`config.mk`:
```
export PLATFORM = sky130hd
export DESIGN_NAME = msc_addsub
export DESIGN_NICKNAME = d
export VERILOG_FILES = /design/src/rtl/msc_pkg.sv /design/src/rtl/msc_signmag_path.sv /design/src/rtl/msc_cplx_path.sv /design/src/rtl/msc_flag_gen.sv /design/src/rtl/msc_addsub.sv
export SDC_FILE = /design/constraint.sdc
export NUM_CORES = 1
export LEC_CHECK = 0
export BUFFER_PORTS_ARGS = -buffer_cell sky130_fd_sc_hd__buf_2
export CAP_MARGIN = 20
export CELL_PAD_IN_SITES_DETAIL_PLACEMENT = 1
export CELL_PAD_IN_SITES_GLOBAL_PLACEMENT = 1
export CORE_MARGIN = 2
export CORE_UTILIZATION = 43
export DETAILED_ROUTE_END_ITERATION = 16
export GPL_TIMING_DRIVEN = 0
export PLACE_DENSITY = 0.83
export SKIP_LAST_GASP = 1
export SYNTH_ARGS = -nofsm -noshare
export SYNTH_HDL_FRONTEND = slang
export SYNTH_SLANG_ARGS = --single-unit
```
`constraint.sdc`:
```
create_clock -name clk -period 0.9 [get_ports clk]
set_input_delay 0.09 -clock clk [delete_from_list [all_inputs] [get_ports clk]]
set_output_delay 0.09 -clock clk [all_outputs]
set_load 0.02 [all_outputs]
```
`src/rtl/msc_pkg.sv`:
```
`timescale 1ns/1ps
package msc_pkg;
  typedef enum logic [1:0] {
    FMT_SIGNMAG  = 2'b00,
    FMT_ONESC    = 2'b01,
    FMT_TWOSC    = 2'b10,
    FMT_TWOSC_B  = 2'b11
  } fmt_e;

  typedef struct packed {
    logic ovf;
    logic carry;
    logic neg;
    logic zero;
  } flags_t;
endpackage

```
`src/rtl/msc_signmag_path.sv`:
```
`timescale 1ns/1ps
module msc_signmag_path #(
  parameter int W = 8
) (
  input  logic [W-1:0] a,
  input  logic [W-1:0] b,
  input  logic         sub,
  output logic [W-1:0] res,
  output logic         ovf,
  output logic         carry,
  output logic         signs_differ
);
  localparam int MW = W - 1;

  logic          sa;
  logic          sb_eff;
  logic [MW-1:0] ma;
  logic [MW-1:0] mb;
  logic [MW:0]   mag_sum;
  logic [MW-1:0] mag_diff;
  logic          a_ge_b;

  function automatic logic [MW-1:0] abs_diff(input logic [MW-1:0] x,
                                             input logic [MW-1:0] y);
    return (x >= y) ? (x - y) : (y - x);
  endfunction

  always_comb begin
    sa           = a[W-1];
    sb_eff       = b[W-1] ^ sub;
    ma           = a[MW-1:0];
    mb           = b[MW-1:0];
    mag_sum      = {1'b0, ma} + {1'b0, mb};
    a_ge_b       = (ma >= mb);
    mag_diff     = abs_diff(ma, mb);
    signs_differ = (sa != sb_eff);
    if (!signs_differ) begin
      res   = {sa, mag_sum[MW-1:0]};
      ovf   = mag_sum[MW];
      carry = mag_sum[MW];
    end else begin
      res   = {(a_ge_b ? sa : sb_eff), mag_diff};
      ovf   = 1'b0;
      carry = 1'b0;
    end
  end
endmodule

```
`src/rtl/msc_cplx_path.sv`:
```
`timescale 1ns/1ps
module msc_cplx_path #(
  parameter int W          = 8,
  parameter bit END_AROUND = 1'b0
) (
  input  logic [W-1:0] a,
  input  logic [W-1:0] b,
  input  logic         sub,
  output logic [W-1:0] res,
  output logic         carry,
  output logic         ovf
);
  logic [W-1:0] b_eff;
  logic         cin;
  logic [W:0]   raw;

  assign b_eff = sub ? ~b : b;
  assign cin   = END_AROUND ? 1'b0 : sub;
  assign raw   = {1'b0, a} + {1'b0, b_eff} + {{W{1'b0}}, cin};
  assign carry = raw[W];

  generate
    if (END_AROUND) begin : g_wrap
      logic [W-1:0] folded;
      assign folded = raw[W-1:0] + {{(W-1){1'b0}}, raw[W]};
      assign res    = folded;
      assign ovf    = (a[W-1] == b_eff[W-1]) && (folded[W-1] != a[W-1]);
    end else begin : g_drop
      logic c_into_msb;
      assign c_into_msb = raw[W-1] ^ a[W-1] ^ b_eff[W-1];
      assign res        = raw[W-1:0];
      assign ovf        = c_into_msb ^ raw[W];
    end
  endgenerate
endmodule

```
`src/rtl/msc_flag_gen.sv`:
```
`timescale 1ns/1ps
module msc_flag_gen
  import msc_pkg::*;
#(
  parameter int W = 8
) (
  input  fmt_e         fmt,
  input  logic [W-1:0] res,
  output logic         neg,
  output logic         zero
);
  always_comb begin
    case (fmt)
      FMT_SIGNMAG: begin
        zero = (res[W-2:0] == '0);
        neg  = res[W-1] & ~zero;
      end
      FMT_ONESC: begin
        zero = (res == '0) || (res == '1);
        neg  = res[W-1] & ~zero;
      end
      default: begin
        zero = (res == '0);
        neg  = res[W-1];
      end
    endcase
  end
endmodule

```
`src/rtl/msc_addsub.sv`:
```
`timescale 1ns/1ps
module msc_addsub
  import msc_pkg::*;
#(
  parameter int WIDTH = 8
) (
  input  logic             clk,
  input  logic             rst_n,
  input  logic             in_valid,
  input  logic [1:0]       fmt,
  input  logic             sub,
  input  logic [WIDTH-1:0] op_a,
  input  logic [WIDTH-1:0] op_b,
  output logic             out_valid,
  output logic [WIDTH-1:0] result,
  output logic             flag_ovf,
  output logic             flag_carry,
  output logic             flag_neg,
  output logic             flag_zero
);
  localparam int MSB = WIDTH - 1;

  fmt_e             fmt_sel;
  logic [WIDTH-1:0] sm_res, oc_res, tc_res, mux_res;
  logic             sm_ovf, sm_carry, sm_signs_differ;
  logic             oc_ovf, oc_carry;
  logic             tc_ovf, tc_carry;
  flags_t           nxt_flags;

  assign fmt_sel = fmt_e'(fmt);

  msc_signmag_path #(.W(WIDTH)) u_sm (
    .a(op_a), .b(op_b), .sub(sub),
    .res(sm_res), .ovf(sm_ovf), .carry(sm_carry),
    .signs_differ(sm_signs_differ)
  );

  msc_cplx_path #(.W(WIDTH), .END_AROUND(1'b1)) u_oc (
    .a(op_a), .b(op_b), .sub(sub),
    .res(oc_res), .carry(oc_carry), .ovf(oc_ovf)
  );

  msc_cplx_path #(.W(WIDTH), .END_AROUND(1'b0)) u_tc (
    .a(op_a), .b(op_b), .sub(sub),
    .res(tc_res), .carry(tc_carry), .ovf(tc_ovf)
  );

  always_comb begin
    case (fmt_sel)
      FMT_SIGNMAG: begin
        mux_res         = sm_res;
        nxt_flags.ovf   = sm_ovf;
        nxt_flags.carry = sm_carry;
      end
      FMT_ONESC: begin
        mux_res         = oc_res;
        nxt_flags.ovf   = oc_ovf;
        nxt_flags.carry = oc_carry;
      end
      default: begin
        mux_res         = tc_res;
        nxt_flags.ovf   = tc_ovf;
        nxt_flags.carry = tc_carry;
      end
    endcase
  end

  msc_flag_gen #(.W(WIDTH)) u_flags (
    .fmt(fmt_sel), .res(mux_res),
    .neg(nxt_flags.neg), .zero(nxt_flags.zero)
  );

  always_ff @(posedge clk or negedge rst_n) begin
    if (!rst_n) begin
      out_valid  <= 1'b0;
      result     <= '0;
      flag_ovf   <= 1'b0;
      flag_carry <= 1'b0;
      flag_neg   <= 1'b0;
      flag_zero  <= 1'b0;
    end else begin
      out_valid <= in_valid;
      if (in_valid) begin
        result     <= mux_res;
        flag_ovf   <= nxt_flags.ovf;
        flag_carry <= nxt_flags.carry;
        flag_neg   <= nxt_flags.neg;
        flag_zero  <= nxt_flags.zero;
      end
    end
  end

  // strobe follows the request by one cycle
  assert_valid_follow_R9: assert property (@(posedge clk) disable iff (!rst_n)
    in_valid |=> out_valid);

  // idle cycles leave outputs unchanged
  assert_idle_hold_R9: assert property (@(posedge clk) disable iff (!rst_n)
    !in_valid |=> (!out_valid && $stable(result) && $stable(flag_zero)));

  // a zero result is never reported as negative
  assert_zero_not_neg_R8: assert property (@(posedge clk) disable iff (!rst_n)
    !(flag_zero && flag_neg));

  // unlike effective signs cannot overflow in sign-magnitude
  assert_sm_unlike_no_ovf_R3: assert property (@(posedge clk) disable iff (!rst_n)
    (in_valid && fmt_sel == FMT_SIGNMAG && sm_signs_differ) |=> !flag_ovf);

  // two's-complement overflow pairs equal addend signs with a flipped result sign
  assert_tc_ovf_signs_R6: assert property (@(posedge clk) disable iff (!rst_n)
    tc_ovf |-> ((op_a[MSB] == (op_b[MSB] ^ sub)) && (tc_res[MSB] != op_a[MSB])));

  // a one's-complement +0 only arises from two all-zero addends
  assert_oc_pos_zero_R4: assert property (@(posedge clk) disable iff (!rst_n)
    (oc_res == '0) |-> ((op_a == '0) && (op_b == (sub ? '1 : '0))));
endmodule

```
==> metrics.txt, run 1 <==
# TYPE chip_impl_metric gauge
chip_impl_metric{name="max-clock-path-buffers",unit=""} 2
chip_impl_metric{name="worstSkewPairLatency",unit="ns"} 0.25
chip_impl_metric{name="dpl_worst_slack",unit="ns"} -3.08
chip_impl_metric{name="synth_edf_count",unit=""} 0
chip_impl_info{name="min_path_type",value="in -> async"} 1
chip_impl_metric{name="io_pins",unit=""} 35
chip_impl_metric{name="crit_required",unit="ns"} 1.09
chip_impl_metric{name="pin_count_of_the_biggest_net_entering_global_routing",unit=""} 14
chip_impl_metric{name="detail_route.drc_violations",unit=""} 0
chip_impl_metric{name="power_leakage",unit="nW"} 1.50
chip_impl_metric{name="setup_viol_count_final",unit=""} 17
chip_impl_info{name="synth_common_cells",value="32 x sky130_fd_sc_hd__ha_1, 32 x sky130_fd_sc_hd__nor2_1, 22 x sky130_fd_sc_hd__inv_1, 22 x sky130_fd_sc_hd__nand2_1, 21 x sky130_fd_sc_hd__a21oi_1"} 1
chip_impl_metric{name="insertedDiodeCount",unit=""} 0
chip_impl_info{name="cts_tree",value="built"} 1
chip_impl_metric{name="port_buffers",unit=""} 33
chip_impl_metric{name="wl_per_cell",unit="µm"} 25.1
chip_impl_metric{name="delay_of_the_slowest_critical_path_stage",unit="ns"} 0.61
chip_impl_info{name="synth_top_area_cell",value="sky130_fd_sc_hd__ha_1"} 1
chip_impl_metric{name="grt_first_pass_wirelength",unit="µm"} 13800
chip_impl_metric{name="power_density",unit="nW/µm²"} 1620
chip_impl_metric{name="routed-via-count",unit=""} 2882
chip_impl_metric{name="avg_vias_per_cell",unit=""} 6.56
chip_impl_info{name="crit-reg2reg-capture",value="result[1]"} 1
chip_impl_metric{name="layoutNonFillerInstCount",unit=""} 439
chip_impl_metric{name="final_period_minus_worst_setup_slack",unit="ns"} 3.73
chip_impl_metric{name="floorplan.die.height",unit="µm"} 77.7
chip_impl_info{name="worst_path_max_delay_cell",value="sky130_fd_sc_hd__or4_1"} 1
chip_impl_metric{name="cts_htree_levels",unit=""} 1
chip_impl_metric{name="synth.net_count",unit=""} 352
chip_impl_metric{name="finalCoreUtilization",unit=""} 0.638
chip_impl_metric{name="placed_area",unit="µm²"} 2650
chip_impl_info{name="critPathCapture",value="flag_zero"} 1
chip_impl_metric{name="initial_antenna_violation_count",unit=""} 0
chip_impl_metric{name="layout.nets",unit=""} 428
chip_impl_metric{name="finalClockSkew",unit="ns"} 0
chip_impl_info{name="path_class",value="in -> reg"} 1
chip_impl_metric{name="finalInstanceArea",unit="µm²"} 3300
chip_impl_info{name="critical_path.cell_chain",value="buf_2 > xor2_1 > fa_2 > a211oi_4 > o31ai_4 > a21oi_2 > o21bai_4 > ha_4 > buf_4 > nand3_4 > o21a_1 > nor2_1 > xnor2_1 > nand2_1 > or4_1 > o32ai_4 > a211o_1"} 1
chip_impl_info{name="capturing_element_type_of_the_critical_path",value="register"} 1
chip_impl_metric{name="power",unit="mW"} 5.36
chip_impl_metric{name="syn-instance-count",unit=""} 294
chip_impl_metric{name="r2r_slack",unit="ns"} 0.02
chip_impl_metric{name="start_util",unit=""} 0.452
chip_impl_metric{name="drt.antenna.violating_nets",unit=""} 0
chip_impl_metric{name="row_count",unit=""} 26
chip_impl_metric{name="drtPass1Iterations",unit=""} 5
chip_impl_metric{name="first_global_vias",unit=""} 2749
chip_impl_metric{name="path_max_fanout",unit=""} 5
chip_impl_metric{name="global_route.usage.total",unit=""} 0.284
chip_impl_metric{name="fraction_of_final_layout_cells_sized_beyond_drive_strength_1",unit=""} 0.341
chip_impl_info{name="critical-path-top-delay-family",value="compound AO/OA/AOI/OAI gates"} 1
chip_impl_metric{name="postSynthRegisterBits",unit=""} 13
chip_impl_metric{name="detailedRoute.firstIterationViolations",unit=""} 218
chip_impl_info{name="ctsRootBufferMaster",value="sky130_fd_sc_hd__clkbuf_8"} 1
chip_impl_metric{name="yosys_warnings",unit=""} 0
chip_impl_metric{name="slew_viol_final",unit=""} 0
chip_impl_info{name="rsz0062_at_grt",value="true"} 1
chip_impl_metric{name="synth_area_per_cell",unit="µm²"} 7.95
chip_impl_metric{name="cts_num_sinks",unit=""} 13
chip_impl_metric{name="ys_async_sr_fraction",unit=""} 1.00
chip_impl_metric{name="maxCapViolations",unit=""} 0
chip_impl_metric{name="setup_total_negative_slack",unit="ns"} -26.46
chip_impl_metric{name="design.core.area",unit="µm²"} 5170
chip_impl_metric{name="tightestPinTransition",unit="ns"} 0.672
chip_impl_metric{name="synthesis.area",unit="µm²"} 2340
chip_impl_metric{name="die_width",unit="µm"} 77.7
chip_impl_metric{name="gpl.final_weighted_congestion",unit=""} 0.893
chip_impl_metric{name="critPathBufInv",unit=""} 2
chip_impl_info{name="synth.area.top_cells",value="sky130_fd_sc_hd__ha_1 17%, sky130_fd_sc_hd__dfrtp_1 14%, sky130_fd_sc_hd__xnor2_1 5.2%"} 1
chip_impl_metric{name="post-place-cells",unit=""} 397
chip_impl_metric{name="synth_seq_area_share",unit=""} 0.139
chip_impl_info{name="critPathLaunchType",value="input pin"} 1
chip_impl_metric{name="layout_setup_ws",unit="ns"} -2.83
chip_impl_metric{name="dp_hpwl",unit="µm"} 5660
chip_impl_metric{name="fmax",unit="MHz"} 268
chip_impl_info{name="timing.critical_path.from",value="op_b[1]"} 1
chip_impl_metric{name="clkTransAtPathRegs",unit="ns"} 0.06
chip_impl_metric{name="worst_ep_arrival_time",unit="ns"} 3.93
chip_impl_metric{name="yosysTopAreaCellShare",unit=""} 0.171
chip_impl_metric{name="die-area",unit="µm²"} 6040
chip_impl_metric{name="slew_headroom",unit=""} 0.549
chip_impl_metric{name="post_synth_num_cell_types",unit=""} 61
chip_impl_metric{name="ir_drop",unit="mV"} 0.849
chip_impl_metric{name="timing_hold_violations_final",unit=""} 0
chip_impl_metric{name="fillers",unit=""} 615
chip_impl_metric{name="count_of_cell_instances_traversed_by_the_critical_path",unit=""} 17
chip_impl_metric{name="whs",unit="ns"} 0.277
chip_impl_info{name="failed_checks",value="negative setup slack"} 1
chip_impl_metric{name="grt.overflow.total",unit=""} 0
chip_impl_metric{name="period_share",unit=""} 4.15
chip_impl_metric{name="routed_wl",unit="µm"} 11000
chip_impl_info{name="synth_top_flop_cell",value="sky130_fd_sc_hd__dfrtp_1"} 1
chip_impl_info{name="result_of_the_run",value="finished, violations left"} 1
chip_impl_metric{name="tritoncts.num_buffers",unit=""} 3
chip_impl_metric{name="reg2regPathDepth",unit=""} 2
chip_impl_metric{name="area_delta_synth_final",unit="%"} 41.3
chip_impl_info{name="r2r-start",value="result[1]"} 1
==> layout by cell type (no fill, tap or decap), types with 5 or more instances in the layout <==
cell / n
sky130_fd_sc_hd__o21ai_0: 5
sky130_fd_sc_hd__inv_1: 21
sky130_fd_sc_hd__xnor2_1: 12
sky130_fd_sc_hd__nor3_1: 6
sky130_fd_sc_hd__a21oi_1: 16
sky130_fd_sc_hd__a31oi_1: 5
sky130_fd_sc_hd__xor2_1: 10
sky130_fd_sc_hd__buf_2: 32
sky130_fd_sc_hd__ha_1: 28
sky130_fd_sc_hd__a21oi_2: 6
sky130_fd_sc_hd__buf_4: 26
sky130_fd_sc_hd__buf_6: 14
sky130_fd_sc_hd__clkbuf_1: 6
sky130_fd_sc_hd__nand3_1: 5
sky130_fd_sc_hd__nand2b_1: 7
sky130_fd_sc_hd__dfrtp_1: 13
sky130_fd_sc_hd__nor2_1: 31
sky130_fd_sc_hd__nand2_1: 20
==> worst reg2reg max path, stage by stage, from the launching register on <==
cell and delay (ns):
sky130_fd_sc_hd__dfrtp_1 0.40, sky130_fd_sc_hd__nor2_1 0.21, sky130_fd_sc_hd__nor2_1 0.14
==> cell families (layout without fill, tap and decap cells) <==
| logic type | after synthesis | in the layout | synth area share |
|---|---|---|---|
| adders and majority gates | 36 | 36 | 0.206 |
| and+or+nand+nor | 97 | 97 | 0.208 |
| DFF | 13 | 13 | 0.139 |
| AOI/OAI and AO/OA | 74 | 74 | 0.222 |
| xor gates and xnor gates | 30 | 30 | 0.122 |
| muxes | 9 | 9 | 0.0407 |
| buffers and inverters | 35 | 110 | 0.0632 |
==> how the worst min path moves through the flow <==
stage                   from          to  slack, ns  depth (start not counted)
floorplan              rst_n  flag_carry      -0.21                          0
global placement       rst_n   result[1]      -0.02                          1
detailed placement     rst_n   result[3]      -0.01                          1
CTS                 in_valid   out_valid      0.002                          1
global route           rst_n   result[6]       0.30                          2
finish                 rst_n   result[6]       0.28                          2
==> where the power goes <==
part	leakage [nW]	switching (mW)	internal [mW]
clock	0.0228	0.253	0.315
sequential	0.151	0.0850	0.711
combinational	1.32	2.24	1.76
total	1.50	2.58	2.78
==> flip-flops by register name (all words and copies together), names as in the netlist <==
register and flops:
result 8, flag_carry 1, flag_neg 1, flag_ovf 1
flag_zero 1, out_valid 1
==> per-layer routing <==
metal | wire length (µm) | GRT usage | share of wire
met5 | 0 | 0 | 0
met4 | 796 | 0.0750 | 0.072
met3 | 718 | 0.0186 | 0.065
met2 | 5510 | 0.553 | 0.50
met1 | 4010 | 0.331 | 0.36
==> timing repair <==
action                     in CTS  in global routing
hold endpoints to repair       13                  1
setup endpoints to repair      12                 14
gates resized for setup        27                 36
pin swaps                      10                 14
buffers inserted               19                 19
hold buffers                    1                  1
==> cell type report <==
class,instances,area [µm²],share of cell area
plain buffers,13,81.3,0.0246
clock buffers,4,45.0,0.0136
inverters,22,86.3,0.0261
multi-input cells,246,2160,0.653
flip-flops and latches,13,325,0.0985
well taps,70,87.6,0.0265
repair buffers,71,519,0.157
Note: power is estimated with default switching activity, not from simulation.
==> run 2, diff against run 1 <==
==> constraint.sdc (replaced) <==
create_clock -name clk -period 0.9 [get_ports clk]
set_input_delay 0.18 -clock clk [delete_from_list [all_inputs] [get_ports clk]]
set_output_delay 0.18 -clock clk [all_outputs]
set_load 0.02 [all_outputs]
==> run 2 against run 1 <==
The run still ends with negative setup slack left. Clock power down 0.7%. Sequential power up 4.6%. Setup slack got worse by 0.19 ns. Worst hold slack worse by 0.20 ns. Register-to-register slack got worse by 0.08 ns. Cell count increased by 1.8%. Critical path depth is 1 higher. Utilization grew 1.2 points. Sequential share of layout area fell by 0.18 points. Count of clock-buffer cells in the layout did not move. Critical path type unchanged.
==> metrics.txt, run 2 (same netlist as run 1, synthesis figures left out) <==
# TYPE chip_impl_metric gauge
chip_impl_metric{name="port_buffers",unit=""} 33
chip_impl_info{name="failed_checks",value="negative setup slack"} 1
chip_impl_metric{name="gr-usage-met2",unit=""} 0.560
chip_impl_info{name="layout_commonest_cell",value="sky130_fd_sc_hd__buf_4"} 1
chip_impl_metric{name="sequentialPowerShare",unit=""} 0.150
chip_impl_metric{name="worst_ep_arrival_time",unit="ns"} 4.13
chip_impl_metric{name="placed_area",unit="µm²"} 2650
chip_impl_info{name="largest-register",value="result"} 1
chip_impl_metric{name="clkTransAtPathRegs",unit="ns"} 0.06
chip_impl_metric{name="area_delta_synth_final",unit="%"} 43.9
chip_impl_metric{name="cts_num_sinks",unit=""} 13
chip_impl_metric{name="gpl.final_weighted_congestion",unit=""} 0.893
chip_impl_metric{name="setup_viol_count_final",unit=""} 25
chip_impl_metric{name="max-clock-path-buffers",unit=""} 2
chip_impl_metric{name="drtPass1Iterations",unit=""} 5
chip_impl_metric{name="final_period_minus_worst_setup_slack",unit="ns"} 3.93
chip_impl_info{name="grt-busiest-layer",value="met2"} 1
chip_impl_metric{name="routed-via-count",unit=""} 2893
chip_impl_metric{name="power_density",unit="nW/µm²"} 1650
chip_impl_metric{name="layout_setup_ws",unit="ns"} -3.03
chip_impl_metric{name="path_max_fanout",unit=""} 6
chip_impl_metric{name="switchingPower",unit="mW"} 2.65
chip_impl_metric{name="grt.overflow.total",unit=""} 0
chip_impl_metric{name="post-place-cells",unit=""} 397
chip_impl_info{name="layout.cells.most_common_list",value="40 x sky130_fd_sc_hd__buf_4, 29 x sky130_fd_sc_hd__nor2_1, 29 x sky130_fd_sc_hd__ha_1, 22 x sky130_fd_sc_hd__inv_1"} 1
chip_impl_metric{name="setup_total_negative_slack",unit="ns"} -29.87
chip_impl_metric{name="tritoncts.num_buffers",unit=""} 3
chip_impl_metric{name="fmax",unit="MHz"} 255
chip_impl_metric{name="floorplan.die.height",unit="µm"} 77.7
chip_impl_metric{name="die_width",unit="µm"} 77.7
chip_impl_metric{name="maxCapViolations",unit=""} 0
chip_impl_metric{name="layout.nets",unit=""} 436
chip_impl_metric{name="row_count",unit=""} 26
chip_impl_info{name="cts_tree",value="built"} 1
chip_impl_info{name="result_of_the_run",value="finished, violations left"} 1
chip_impl_metric{name="finalInstanceArea",unit="µm²"} 3360
chip_impl_info{name="min_path_type",value="in -> reg"} 1
chip_impl_metric{name="global_route.usage.total",unit=""} 0.316
chip_impl_metric{name="fraction_of_final_layout_cells_sized_beyond_drive_strength_1",unit=""} 0.342
chip_impl_metric{name="timing_hold_violations_final",unit=""} 0
chip_impl_metric{name="power_share_of_the_combinational_group",unit=""} 0.749
chip_impl_metric{name="slew_viol_final",unit=""} 0
chip_impl_metric{name="power.clock.fraction",unit=""} 0.101
chip_impl_metric{name="design.core.area",unit="µm²"} 5170
chip_impl_metric{name="start_util",unit=""} 0.452
chip_impl_info{name="critPathLaunchType",value="input pin"} 1
chip_impl_metric{name="tightestPinTransition",unit="ns"} 0.595
chip_impl_metric{name="avg_vias_per_cell",unit=""} 6.47
chip_impl_info{name="path_class",value="in -> reg"} 1
chip_impl_metric{name="finalClockSkew",unit="ns"} 0
chip_impl_info{name="ctsRootBufferMaster",value="sky130_fd_sc_hd__clkbuf_8"} 1
chip_impl_metric{name="worstSkewPairLatency",unit="ns"} 0.26
chip_impl_info{name="capturing_element_type_of_the_critical_path",value="register"} 1
chip_impl_metric{name="die-area",unit="µm²"} 6040
chip_impl_metric{name="slew_headroom",unit=""} 0.603
chip_impl_info{name="rsz0062_at_grt",value="true"} 1
chip_impl_metric{name="grtUsageMet3",unit=""} 0.0570
chip_impl_metric{name="gr-usage-met1",unit=""} 0.358
chip_impl_metric{name="first_global_vias",unit=""} 2836
chip_impl_metric{name="ir_drop",unit="mV"} 0.917
chip_impl_metric{name="grt_first_pass_wirelength",unit="µm"} 14900
chip_impl_metric{name="pin_count_of_the_biggest_net_entering_global_routing",unit=""} 14
chip_impl_metric{name="power_leakage",unit="nW"} 1.54
chip_impl_metric{name="detail_route.drc_violations",unit=""} 0
chip_impl_metric{name="initial_antenna_violation_count",unit=""} 0
chip_impl_metric{name="layoutNonFillerInstCount",unit=""} 447
chip_impl_metric{name="cellInternalPower",unit="mW"} 2.91
chip_impl_metric{name="io_pins",unit=""} 35
chip_impl_metric{name="largest_register_ffs",unit=""} 8
chip_impl_metric{name="insertedDiodeCount",unit=""} 0
chip_impl_metric{name="cts_htree_levels",unit=""} 1
chip_impl_metric{name="drt.antenna.violating_nets",unit=""} 0
chip_impl_metric{name="finalCoreUtilization",unit=""} 0.650
chip_impl_metric{name="dp_hpwl",unit="µm"} 5660
chip_impl_metric{name="dpl_worst_slack",unit="ns"} -3.17
chip_impl_metric{name="whs",unit="ns"} 0.0809
chip_impl_metric{name="power_switching_share",unit=""} 0.476
chip_impl_metric{name="power",unit="mW"} 5.56
chip_impl_metric{name="detailedRoute.firstIterationViolations",unit=""} 231
chip_impl_metric{name="routed_wl",unit="µm"} 11800
chip_impl_metric{name="period_share",unit=""} 4.36
chip_impl_metric{name="crit_required",unit="ns"} 1.10
chip_impl_metric{name="wl_per_cell",unit="µm"} 26.3
-- run 2: cell type report --
cell class | count | area, µm²
Buffer | 13 | 80.1
Multi-Input combinational cell | 246 | 2110
Inverter | 22 | 82.6
Tap cell | 70 | 87.6
Fill cell | 608 | 1810
Sequential cell | 13 | 325
Timing Repair Buffer | 79 | 627
Clock buffer | 4 | 45.0
-- run 2: what timing repair did --
| action | CTS | global route |
|---|---|---|
| pin swaps | 10 | 14 |
| endpoints found under the setup margin | 25 | 25 |
| gates resized for setup | 53 | 17 |
| buffers inserted | 27 | 18 |
| hold endpoints to repair | 13 | 0 |
| hold buffers | 1 | 0 |
-- run 2: critical path, cell delays in order --
cell,delay (ns)
sky130_fd_sc_hd__buf_12,0.12
sky130_fd_sc_hd__xor2_2,0.14
sky130_fd_sc_hd__ha_2,0.19
sky130_fd_sc_hd__fa_2,0.39
sky130_fd_sc_hd__a211oi_4,0.33
sky130_fd_sc_hd__o31ai_4,0.12
sky130_fd_sc_hd__a21oi_2,0.24
sky130_fd_sc_hd__o21bai_4,0.15
sky130_fd_sc_hd__ha_4,0.21
sky130_fd_sc_hd__ha_4,0.18
sky130_fd_sc_hd__xnor2_2,0.17
sky130_fd_sc_hd__o32ai_2,0.12
sky130_fd_sc_hd__a31oi_1,0.30
sky130_fd_sc_hd__o311a_1,0.33
sky130_fd_sc_hd__nand4b_1,0.16
sky130_fd_sc_hd__or4_4,0.49
sky130_fd_sc_hd__o32ai_4,0.16
sky130_fd_sc_hd__a211o_1,0.13
-- run 2: power by group through the flow --
stage | clock (mW) | combinational, mW | sequential [mW]
floorplan | 0 | 1.64 | 0.944
global placement | 0 | 2.40 | 0.771
detailed placement | 0 | 2.47 | 0.785
CTS | 0.513 | 3.32 | 0.800
global route | 0.584 | 4.31 | 0.840
finish | 0.563 | 4.16 | 0.833
-- run 2: final timing paths --
path | start | end | slack (ns) | cells past startpoint
worst max-delay path | sub | flag_zero | -3.03 | 18
worst min-delay path | in_valid | out_valid | 0.08 | 1
worst max register to register | result[6] | result[6] | -0.06 | 2
worst min register to register | flag_zero | flag_zero | 0.64 | 2
max in group asynchronous | rst_n | result[2] | 0.30 | 2
min in group asynchronous | rst_n | result[7] | 0.37 | 2
-- run 2: per-layer routing --
layer	vias to the layer above	wire length [µm]	share of wire
met5	-	0	0
met4	0	809	0.069
met3	80	880	0.075
met2	199	5780	0.49
met1	1411	4310	0.37
li1	1203	-	-
